`config.mk`:
```
export PLATFORM = sky130hd
export DESIGN_NAME = irq_two_tier
export DESIGN_NICKNAME = d
export VERILOG_FILES = /design/src/rtl/irq_pkg.sv /design/src/rtl/irq_sticky.sv /design/src/rtl/irq_pin.sv /design/src/rtl/irq_two_tier.sv
export SDC_FILE = /design/constraint.sdc
export NUM_CORES = 1
export LEC_CHECK = 0
export CORE_ASPECT_RATIO = 1.75
export CORE_MARGIN = 4
export CORE_UTILIZATION = 58
export CTS_CLUSTER_DIAMETER = 30
export DETAILED_ROUTE_END_ITERATION = 6
export GPL_TIMING_DRIVEN = 0
export PLACE_DENSITY = 0.85
export SYNTH_ARGS = -nofsm -noshare
export SYNTH_HDL_FRONTEND = slang
export SYNTH_HIERARCHICAL = 1
export SYNTH_SLANG_ARGS = --single-unit
```
`constraint.sdc`:
```
create_clock -name clk -period 2.36 [get_ports clk]
set_input_delay 0.236 -clock clk [delete_from_list [all_inputs] [get_ports clk]]
set_output_delay 0.236 -clock clk [all_outputs]
set_load 0.01 [all_outputs]
```
`src/rtl/irq_pkg.sv`:
```
package irq_pkg;

  localparam int REG_W  = 8;
  localparam int ADDR_W = 3;

  typedef enum logic [ADDR_W-1:0] {
    A_CTRL     = 3'd0,
    A_TOP_EN   = 3'd1,
    A_TOP_STA  = 3'd2,
    A_GPIO_EN  = 3'd3,
    A_GPIO_STA = 3'd4,
    A_ADC_EN   = 3'd5,
    A_ADC_STA  = 3'd6
  } reg_addr_e;

  // top-level status bit positions
  localparam int TB_TOUCH = 0;
  localparam int TB_TH    = 1;
  localparam int TB_OVF   = 2;
  localparam int TB_FULL  = 3;
  localparam int TB_EMPTY = 4;
  localparam int TB_TEMP  = 5;
  localparam int TB_ADC   = 6;
  localparam int TB_GPIO  = 7;
  localparam int N_DIRECT = 6;

  localparam logic [N_DIRECT-1:0] DIRECT_RST = 6'h10;

  // control register bit positions
  localparam int CB_GLB   = 0;
  localparam int CB_PULSE = 1;
  localparam int CB_POL   = 2;

  // sticky status with write-one-clear, set dominates
  function automatic logic sticky_next(input logic cur, input logic set,
                                       input logic clr);
    return set | (cur & ~clr);
  endfunction

  // map an internal active flag onto the pin level
  function automatic logic pin_level(input logic active, input logic pol);
    return pol ? active : ~active;
  endfunction

endpackage

```
`src/rtl/irq_sticky.sv`:
```
module irq_sticky #(
  parameter int W = 8,
  parameter logic [W-1:0] RST = '0
) (
  input  logic         clk,
  input  logic         rst_n,
  input  logic [W-1:0] set_i,
  input  logic [W-1:0] clr_i,
  output logic [W-1:0] sta_o
);
  import irq_pkg::*;

  for (genvar i = 0; i < W; i++) begin : g_bit
    always_ff @(posedge clk or negedge rst_n) begin
      if (!rst_n) sta_o[i] <= RST[i];
      else        sta_o[i] <= sticky_next(sta_o[i], set_i[i], clr_i[i]);
    end
  end

endmodule

```
`src/rtl/irq_pin.sv`:
```
module irq_pin #(
  parameter int PULSE_W = 4
) (
  input  logic clk,
  input  logic rst_n,
  input  logic glb_i,
  input  logic pulse_mode_i,
  input  logic pol_i,
  input  logic req_i,
  output logic rise_o,
  output logic pin_o
);
  import irq_pkg::*;

  localparam int CW = $clog2(PULSE_W + 1);
  localparam logic [CW-1:0] RELOAD = CW'(PULSE_W - 1);

  logic          req_q;
  logic [CW-1:0] cnt_q;
  logic          act_next;

  assign rise_o = req_i & ~req_q;

  always_comb begin
    if (!glb_i)            act_next = 1'b0;
    else if (pulse_mode_i) act_next = rise_o | (cnt_q != '0);
    else                   act_next = req_i;
  end

  always_ff @(posedge clk or negedge rst_n) begin
    if (!rst_n) begin
      req_q <= 1'b0;
      cnt_q <= '0;
      pin_o <= 1'b1;
    end else begin
      req_q <= req_i;
      if (!glb_i || !pulse_mode_i) cnt_q <= '0;
      else if (rise_o)             cnt_q <= RELOAD;
      else if (cnt_q != '0)        cnt_q <= cnt_q - 1'b1;
      pin_o <= pin_level(act_next, pol_i);
    end
  end

endmodule

```
`src/rtl/irq_two_tier.sv`:
```
module irq_two_tier #(
  parameter int NG      = 8,
  parameter int NA      = 8,
  parameter int PULSE_W = 4
) (
  input  logic          clk,
  input  logic          rst_n,
  input  logic          reg_we,
  input  logic [2:0]    reg_addr,
  input  logic [7:0]    reg_wdata,
  output logic [7:0]    reg_rdata,
  input  logic [NG-1:0] gpio_evt_i,
  input  logic [NA-1:0] adc_evt_i,
  input  logic          touch_evt_i,
  input  logic          fifo_at_th_i,
  input  logic          fifo_ovf_evt_i,
  input  logic          fifo_full_evt_i,
  input  logic          fifo_empty_evt_i,
  input  logic          temp_evt_i,
  output logic          irq_o
);
  import irq_pkg::*;

  // control and enable registers
  logic             ctrl_glb, ctrl_pulse_mode, ctrl_pol;
  logic [REG_W-1:0] top_en;
  logic [NG-1:0]    gpio_en;
  logic [NA-1:0]    adc_en;

  // named internal events
  logic wr_ctrl, wr_top_en, wr_top_sta, wr_gpio_en, wr_gpio_sta;
  logic wr_adc_en, wr_adc_sta;

  assign wr_ctrl     = reg_we && (reg_addr == A_CTRL);
  assign wr_top_en   = reg_we && (reg_addr == A_TOP_EN);
  assign wr_top_sta  = reg_we && (reg_addr == A_TOP_STA);
  assign wr_gpio_en  = reg_we && (reg_addr == A_GPIO_EN);
  assign wr_gpio_sta = reg_we && (reg_addr == A_GPIO_STA);
  assign wr_adc_en   = reg_we && (reg_addr == A_ADC_EN);
  assign wr_adc_sta  = reg_we && (reg_addr == A_ADC_STA);

  always_ff @(posedge clk or negedge rst_n) begin
    if (!rst_n) begin
      ctrl_glb        <= 1'b0;
      ctrl_pulse_mode <= 1'b0;
      ctrl_pol        <= 1'b0;
      top_en          <= '0;
      gpio_en         <= '0;
      adc_en          <= '0;
    end else begin
      if (wr_ctrl) begin
        ctrl_glb        <= reg_wdata[CB_GLB];
        ctrl_pulse_mode <= reg_wdata[CB_PULSE];
        ctrl_pol        <= reg_wdata[CB_POL];
      end
      if (wr_top_en)  top_en  <= reg_wdata;
      if (wr_gpio_en) gpio_en <= reg_wdata[NG-1:0];
      if (wr_adc_en)  adc_en  <= reg_wdata[NA-1:0];
    end
  end

  // second tier: GPIO and ADC banks
  logic [NG-1:0] gpio_sta, gpio_clr;
  logic [NA-1:0] adc_sta, adc_clr;
  logic          gpio_hit, adc_hit;

  assign gpio_clr = wr_gpio_sta ? reg_wdata[NG-1:0] : '0;
  assign adc_clr  = wr_adc_sta  ? reg_wdata[NA-1:0] : '0;

  irq_sticky #(.W(NG), .RST('0)) u_gpio_bank (
    .clk(clk), .rst_n(rst_n), .set_i(gpio_evt_i), .clr_i(gpio_clr),
    .sta_o(gpio_sta)
  );

  irq_sticky #(.W(NA), .RST('0)) u_adc_bank (
    .clk(clk), .rst_n(rst_n), .set_i(adc_evt_i), .clr_i(adc_clr),
    .sta_o(adc_sta)
  );

  assign gpio_hit = |(gpio_sta & gpio_en);
  assign adc_hit  = |(adc_sta & adc_en);

  // first tier: direct sources
  logic [N_DIRECT-1:0] dir_set, dir_clr, dir_sta;

  always_comb begin
    dir_set           = '0;
    dir_set[TB_TOUCH] = touch_evt_i;
    dir_set[TB_TH]    = fifo_at_th_i;
    dir_set[TB_OVF]   = fifo_ovf_evt_i;
    dir_set[TB_FULL]  = fifo_full_evt_i;
    dir_set[TB_EMPTY] = fifo_empty_evt_i;
    dir_set[TB_TEMP]  = temp_evt_i;
  end

  assign dir_clr = wr_top_sta ? reg_wdata[N_DIRECT-1:0] : '0;

  irq_sticky #(.W(N_DIRECT), .RST(DIRECT_RST)) u_top_bank (
    .clk(clk), .rst_n(rst_n), .set_i(dir_set), .clr_i(dir_clr),
    .sta_o(dir_sta)
  );

  logic [REG_W-1:0] top_sta;
  logic             irq_req, irq_rise;

  assign top_sta = {gpio_hit, adc_hit, dir_sta};
  assign irq_req = ctrl_glb & (|(top_sta & top_en));

  irq_pin #(.PULSE_W(PULSE_W)) u_pin (
    .clk(clk), .rst_n(rst_n), .glb_i(ctrl_glb),
    .pulse_mode_i(ctrl_pulse_mode), .pol_i(ctrl_pol), .req_i(irq_req),
    .rise_o(irq_rise), .pin_o(irq_o)
  );

  // read port
  always_comb begin
    case (reg_addr)
      A_CTRL:     reg_rdata = {5'b0, ctrl_pol, ctrl_pulse_mode, ctrl_glb};
      A_TOP_EN:   reg_rdata = top_en;
      A_TOP_STA:  reg_rdata = top_sta;
      A_GPIO_EN:  reg_rdata = REG_W'(gpio_en);
      A_GPIO_STA: reg_rdata = REG_W'(gpio_sta);
      A_ADC_EN:   reg_rdata = REG_W'(adc_en);
      A_ADC_STA:  reg_rdata = REG_W'(adc_sta);
      default:    reg_rdata = '0;
    endcase
  end

endmodule

```
### Word-level counts from Yosys, hierarchy flattened

Index checks and enable logic that the tools add are counted.

* output and inout port bits: 9
* logic and storage cells: 138
* register bits after elaboration: 54
* input port bits: 36

* bitwise gates (word level): 74
* add/sub/neg operators: 1
* multiplexer cells: 10
* equality and inequality tests: 6
* reduce and logical (&&, ||, !) cells: 16

Operators with widths (number)
* $pmux W8 S7: 1
* $and A1 B1 Y1: 24
* $and A8 B8 Y8: 3
* $not A1 Y1: 24
* $reduce_or A8 Y1: 3
* $or A1 B1 Y1: 23
* $mux W8: 2
* $eq A3 B3 Y1 const B: 3
* $mux W3: 3
* $logic_and A1 B1 Y1: 7
* $eq A3 B2 Y1 const B: 2
* $mux W6: 1
* $reduce_bool A3 Y1: 2
* $eq A3 B1 Y1 const B: 1
* $logic_not A3 Y1: 1
* $mux W1: 3
* $sub A3 B1 Y3 const B: 1
* $logic_not A1 Y1: 2
* $logic_or A1 B1 Y1: 1

### Logic depth before layout (Yosys ltp)

* word-level depth: 11
* gate-level depth with buffers: 7

### Modules after synthesis

Netlist, hierarchy kept.

Modules (own cells, without submodules)
* irq_two_tier: cells an instance 166, instances 1, area each 1788.0 µm²
* irq_sticky at u_adc_bank ...: cells an instance 24, instances 2, area each 290.3 µm²
* irq_pin: cells an instance 24, instances 1, area each 252.7 µm²
* irq_sticky at u_top_bank: cells an instance 18, instances 1, area each 219.0 µm²

### Worst setup path before layout

No wires, ideal clock.

* path type: register to register
* from: reg u_adc_bank.sta_o[4]
* to: reg u_pin.cnt_q[2]
* cell stages (with the launch flop): 8
* arrival time: 1362 ps
* slack: 912 ps
* data required time: 2274 ps
* library setup time: 86 ps
* cells stage by stage: dfrtp_1 -> a22oi_1 -> nand4_1 -> a221oi_1 -> nor2b_1 -> nand2b_1 -> inv_1 -> nor3_1

* cells in the longest elaborated chain, start to end: 8
* elaborated cells on any way between the ends: 9
* those cells by class: 2 x mux; 4 x bitwise; 3 x reduce/logical

RTL lines
* start, declared: RTL line irq_sticky.sv:9 `output logic [W-1:0] sta_o`
* start signal, assigned by index: RTL line irq_sticky.sv:15 `if (!rst_n) sta_o[i] <= RST[i];`
* start signal, assigned by index: RTL line irq_sticky.sv:16 `else sta_o[i] <= sticky_next(sta_o[i], set_i[i], clr_i[i]);`
* $and A8 B8 Y8 *: RTL line irq_two_tier.sv:81 `assign adc_hit = |(adc_sta & adc_en);`
* $reduce_or A8 Y1 *: RTL line irq_two_tier.sv:81
* $and A8 B8 Y8 *: RTL line irq_two_tier.sv:107 `assign irq_req = ctrl_glb & (|(top_sta & top_en));`
* $reduce_or A8 Y1 *: RTL line irq_two_tier.sv:107
* $and A1 B1 Y1 *: RTL line irq_two_tier.sv:107
* via irq_req: RTL line irq_two_tier.sv:104 `logic irq_req, irq_rise;`
* $and A1 B1 Y1 *: RTL line irq_pin.sv:22 `assign rise_o = req_i & ~req_q;`
* via irq_rise: RTL line irq_two_tier.sv:104
* $mux W3: RTL line irq_pin.sv:38 `else if (rise_o) cnt_q <= RELOAD;`
* $mux W3: RTL line irq_pin.sv:37 `if (!glb_i || !pulse_mode_i) cnt_q <= '0;`
* end signal, assigned: RTL line irq_pin.sv:39 `else if (cnt_q != '0) cnt_q <= cnt_q - 1'b1;`
* end, declared: RTL line irq_pin.sv:19 `logic [CW-1:0] cnt_q;`

The timed path passes the listed nets; every way through them passes the cells marked *.
A chain may end at the register's enable or synchronous reset.

### Worst setup path in the final report

* from: in reg_addr[1]
* to: out reg_rdata[1]

* cells in the longest elaborated chain, start to end: 2
* elaborated cells on any way between the ends: 8
* those cells by class: 6 x eq/ne; 1 x mux; 1 x reduce/logical

RTL lines
* start, declared: RTL line irq_two_tier.sv:9 `input logic [2:0] reg_addr,`
* $eq A3 B3 Y1, or another cell as far along: RTL line irq_two_tier.sv:117 `case (reg_addr)`
* $pmux W8 S7 *: RTL line irq_two_tier.sv:117
* end, declared: RTL line irq_two_tier.sv:11 `output logic [7:0] reg_rdata,`

Every way passes the cells marked *; elsewhere a longest branch is shown, timed or not.

==> PnR_summary.wiki <==
{| class="wikitable"
! Metric !! Value
|-
| Run status || completed
|-
| Total Routed Length || between 6 and 7 mm
|-
| Detailed Route Iter0 Violations || ~140
|-
| Portion of synthesized cell area occupied by the leading cell type || 0.458
|-
| Maximum clock frequency || 440 MHz
|-
| Main area contributors after synthesis || sky130_fd_sc_hd__dfrtp_1 (46%), sky130_fd_sc_hd__mux2_2 (13%), sky130_fd_sc_hd__a21o_1 (5.8%)
|-
| Basic-gate share of the synthesized area counting and, or, nand and nor cells || 0.126
|-
| Clk slew on worst S/H paths || around 0.090 ns
|-
| Met2 track demand over resource || 0.417
|-
| Worst Skew || 0.00460 ns
|-
| Setup crit end kind || primary output
|-
| Total number of vias || between 2,000 and 2,500
|-
| Internal power summed over all cells || 1.63 mW
|-
| Path type of the worst min-delay path || flip-flop to flip-flop
|-
| Leading register cell type out of synthesis || sky130_fd_sc_hd__dfrtp_1
|-
| Chip width || 60.9 um
|-
| Instance count along the most critical hold path || 1
|-
| Terminating pin of the worst hold path || u_pin/pin_o
|-
| Final Setup Violations || 0
|-
| Flops & latches, synth || 54
|-
| TritonRoute pass-1 iters || 4
|-
| Number of sinks on the clock net || 54
|-
| Initial standard-cell utilization of the core || 0.603
|-
| Cells on worst reg2reg path || 7
|-
| Final critical path time including I/O delays and setup || 2.27 ns
|-
| Setup total negative slack || 0 ns
|-
| Worst slew margin || 0.446
|-
| Die H || between 100 and 150 um
|-
| Number of distinct library cell variants in the gate-level netlist after synthesis || 39
|-
| Power per Cell Area || 649 nW/um^2
|-
| Share of total power consumed by net switching || 0.283
|-
| Maximum number of pins on one net before global-route repair || 29
|-
| Number of setup buffers added after CTS || 0
|-
| Final max-slew violation count || 0
|-
| WS Path Type || input pin to primary output
|-
| Global route overflow || 0
|-
| Most frequently used cell type in the post-synthesis netlist || sky130_fd_sc_hd__dfrtp_1
|-
| Dominant cell type by area after synthesis || sky130_fd_sc_hd__dfrtp_1
|-
| Post-Synthesis Mean Instance Area || 11.1 um^2
|-
| FP Rows || 33
|-
| Global-route wire length before repair || approximately 11 mm
|-
| Worst slew pin tran || between 0.8 and 0.9 ns
|-
| Critical Path Fanout Max || 10
|-
| Proportion of synthesized flip-flops having asynchronous set or reset || 1.00
|-
| Post-Synth XOR/XNOR Area || 0.00617
|-
| Filler instances || 340
|-
| Proportion of layout cells with a drive suffix above 1 || 0.197
|-
| Seq/Total Area, Yosys || 0.477
|-
| Setup slack, reg-to-reg || around 0.58 ns
|-
| Min-Delay Startpoint || ctrl_pol
|-
| Clock Path Buffers || 2
|-
| Unrepaired setup endpoints after global routing || no
|-
| FF-to-FF End || u_pin/cnt_q[2]
|-
| Number of H-tree levels || 2
|-
| Routed Antenna Nets || 0
|-
| Met1 Usage GRT || 0.286
|-
| Number of antenna violations at the first check in global routing || 0
|-
| First element of the critical path || reg_addr[1]
|-
| Fraction of the mapped netlist area in compound gates || 0.155
|-
| Net Sw Power || 642 uW
|-
| Synthesis Warnings || 6
|-
| Met3 global-route usage || 0.0333
|-
| Final hold violations || 0
|-
| Vias in the first global route || roughly 2,300
|-
| Final worst path period share || 0.963
|-
| Worst EP arrival || a little over 2 ns
|-
| Startpoint class of the critical path || input pin
|-
| Leading post-synthesis cells by instance count || sky130_fd_sc_hd__dfrtp_1 (52), sky130_fd_sc_hd__mux2_2 (32), sky130_fd_sc_hd__inv_1 (27), sky130_fd_sc_hd__a21o_1 (22), sky130_fd_sc_hd__and2_1 (22)
|-
| Required time of the critical path || between 2 and 2.5 ns
|-
| Clock latency reported for the late side of the worst-skew pair || 0.30 ns
|-
| Via/cell ratio || 5.97
|-
| Final standard cell utilization of the core || 0.743
|-
| Final HPWL DP || 5.15 mm
|-
| Post-layout nets || 347
|-
| Die area || 6120 um^2
|-
| Flop pwr share || 0.514
|-
| Worst IR Drop VDD || about 0.00055 V
|-
| Total nets after synthesis || 294
|-
| Boundary pin count || 45
|-
| Overall Global Routing Usage || 0.243
|-
| Post-synthesis mux area share || 0.168
|-
| Clock power share || 0.230
|-
| Drt wl/cell || 18.6 um
|-
| Area added between synthesis and finish || 23.2%
|-
| Dominant combinational cell family by area after synthesis || multiplexers
|-
| Number of enable-type register cells in the synthesized netlist || 0
|-
| Clock root buffer master || sky130_fd_sc_hd__clkbuf_8
|-
| Worst reg2reg startpoint || u_adc_bank/sta_o[4]
|-
| Post-Synthesis Cells || 256
|-
| DRC || 0
|-
| Core area || roughly 4700 um^2
|-
| Number of buffers created by CTS || 5
|-
| Logic pwr share || 0.256
|-
| Max-cap violation count || 0
|-
| Leakage component of the power || 1.43 nW
|-
| Area of the mapped netlist || between 2000 and 3000 um^2
|-
| Adder and majority cell fraction of the synthesized area || 0.00881
|-
| RD Place Congestion || approximately 0.84
|-
| Port Buffers || between 40 and 50
|-
| Global-route layer with the greatest usage || met2
|-
| Count of antenna diodes in the layout || 0
|-
| Clock tree from TritonCTS || done
|}
[flip-flops by register name, indices dropped and copies added (netlist names)]
name and flops:
adc_en 8, gpio_en 8, top_en 8, u_adc_bank/sta_o 8, u_gpio_bank/sta_o 8, u_top_bank/sta_o 6
u_pin/cnt_q 3, ctrl_glb 1, ctrl_pol 1, ctrl_pulse_mode 1, u_pin/pin_o 1, u_pin/req_q 1
[per-stage QoR]
stage	cell area (um^2)	setup slack (ns)	hold WS [ns]	instances	total power, mW
4_1_cts	3470	0.0192	0.468	362	2.28
2_1_floorplan	2840	0.912	-0.0596	256	1.51
3_5_place_dp	3360	-0.121	0.281	353	1.76
3_3_place_gp	3350	-0.556	0.447	352	1.73
6_report	3500	0.0879	0.463	362	2.27
5_1_grt	3500	0.0212	0.477	362	2.39
[area by class of cell]
| cell class | count | area, um^2 | share of cell area |
|---|---|---|---|
| inverters | 27 | 101 | 0.0290 |
| flip-flops and latches | 54 | 1350 | 0.387 |
| repair buffers | 46 | 477 | 0.136 |
| well taps | 52 | 65.1 | 0.0186 |
| plain buffers | 7 | 72.6 | 0.0207 |
| multi-input cells | 168 | 1340 | 0.383 |
| clock buffers | 7 | 86.3 | 0.0247 |
| clock inverters | 1 | 5.00 | 0.00143 |
[how the worst max path moves through the flow]
stage                                 to  cells after the start  slack [ns]
floorplan                 u_pin/cnt_q[2]                      7        0.91
global placement    u_gpio_bank/sta_o[5]                      1       -0.56
detailed placement          reg_rdata[3]                      6       -0.12
CTS                         reg_rdata[4]                      7        0.02
global route                reg_rdata[3]                      6        0.02
finish                      reg_rdata[1]                      7        0.09
[cells in the final DEF, fill, tap and decap left out, types with 3 or more instances in the layout]
master / Yosys / final
sky130_fd_sc_hd__and2_1: 22 / 22
sky130_fd_sc_hd__inv_1: 27 / 27
sky130_fd_sc_hd__a221oi_1: 5 / 3
sky130_fd_sc_hd__mux2_2: 32 / 32
sky130_fd_sc_hd__a21oi_1: 11 / 11
sky130_fd_sc_hd__nand2b_1: 3 / 3
sky130_fd_sc_hd__nand2_1: 7 / 7
sky130_fd_sc_hd__nor2b_1: 4 / 4
sky130_fd_sc_hd__a21o_1: 22 / 22
sky130_fd_sc_hd__mux2i_1: 8 / 8
sky130_fd_sc_hd__dlymetal6s2s_1: 0 / 5
sky130_fd_sc_hd__nor2_1: 12 / 12
sky130_fd_sc_hd__clkdlybuf4s50_1: 0 / 37
sky130_fd_sc_hd__a22oi_1: 13 / 12
sky130_fd_sc_hd__dfrtp_1: 52 / 52
sky130_fd_sc_hd__clkbuf_8: 2 / 8
[power groups by stage]
stage	registers (mW)	clock network, mW	logic (mW)
6_report	1.17	0.523	0.581
5_1_grt	1.18	0.566	0.642
4_1_cts	1.16	0.537	0.583
3_5_place_dp	1.18	0	0.577
3_3_place_gp	1.17	0	0.555
2_1_floorplan	1.15	0	0.357
[what timing repair did]
action | 4_1_cts | 5_1_grt
hold buffers | 1 | 0
pin swaps | 0 | 1
endpoints found under the setup margin | 8 | 7
gates resized for setup | 3 | 11
hold endpoints to repair | 26 | 0
[routing by layer]
metal | part of all wire | vias to the layer above
met5 | 0 | -
met3 | 0.052 | 23
met2 | 0.53 | 81
met4 | 0.041 | 0
met1 | 0.37 | 1052
li1 | - | 1004
[cell families (layout without fill, tap and decap cells)]
group | count (synthesis) | in the layout
compound gates | 61 | 61
buf+inv | 34 | 88
mux | 42 | 42
flops | 54 | 54
fa+ha+maj | 2 | 2
simple gates | 61 | 61
xor+xnor | 2 | 2
[critical path, cell delays in order]
cell	delay, ns
sky130_fd_sc_hd__clkdlybuf4s50_1	0.51
sky130_fd_sc_hd__clkbuf_8	0.19
sky130_fd_sc_hd__clkbuf_4	0.22
sky130_fd_sc_hd__nor2_1	0.07
sky130_fd_sc_hd__a211oi_1	0.20
sky130_fd_sc_hd__o21ai_1	0.11
sky130_fd_sc_hd__clkdlybuf4s50_1	0.49
Note: power is estimated with default switching activity, not from simulation.
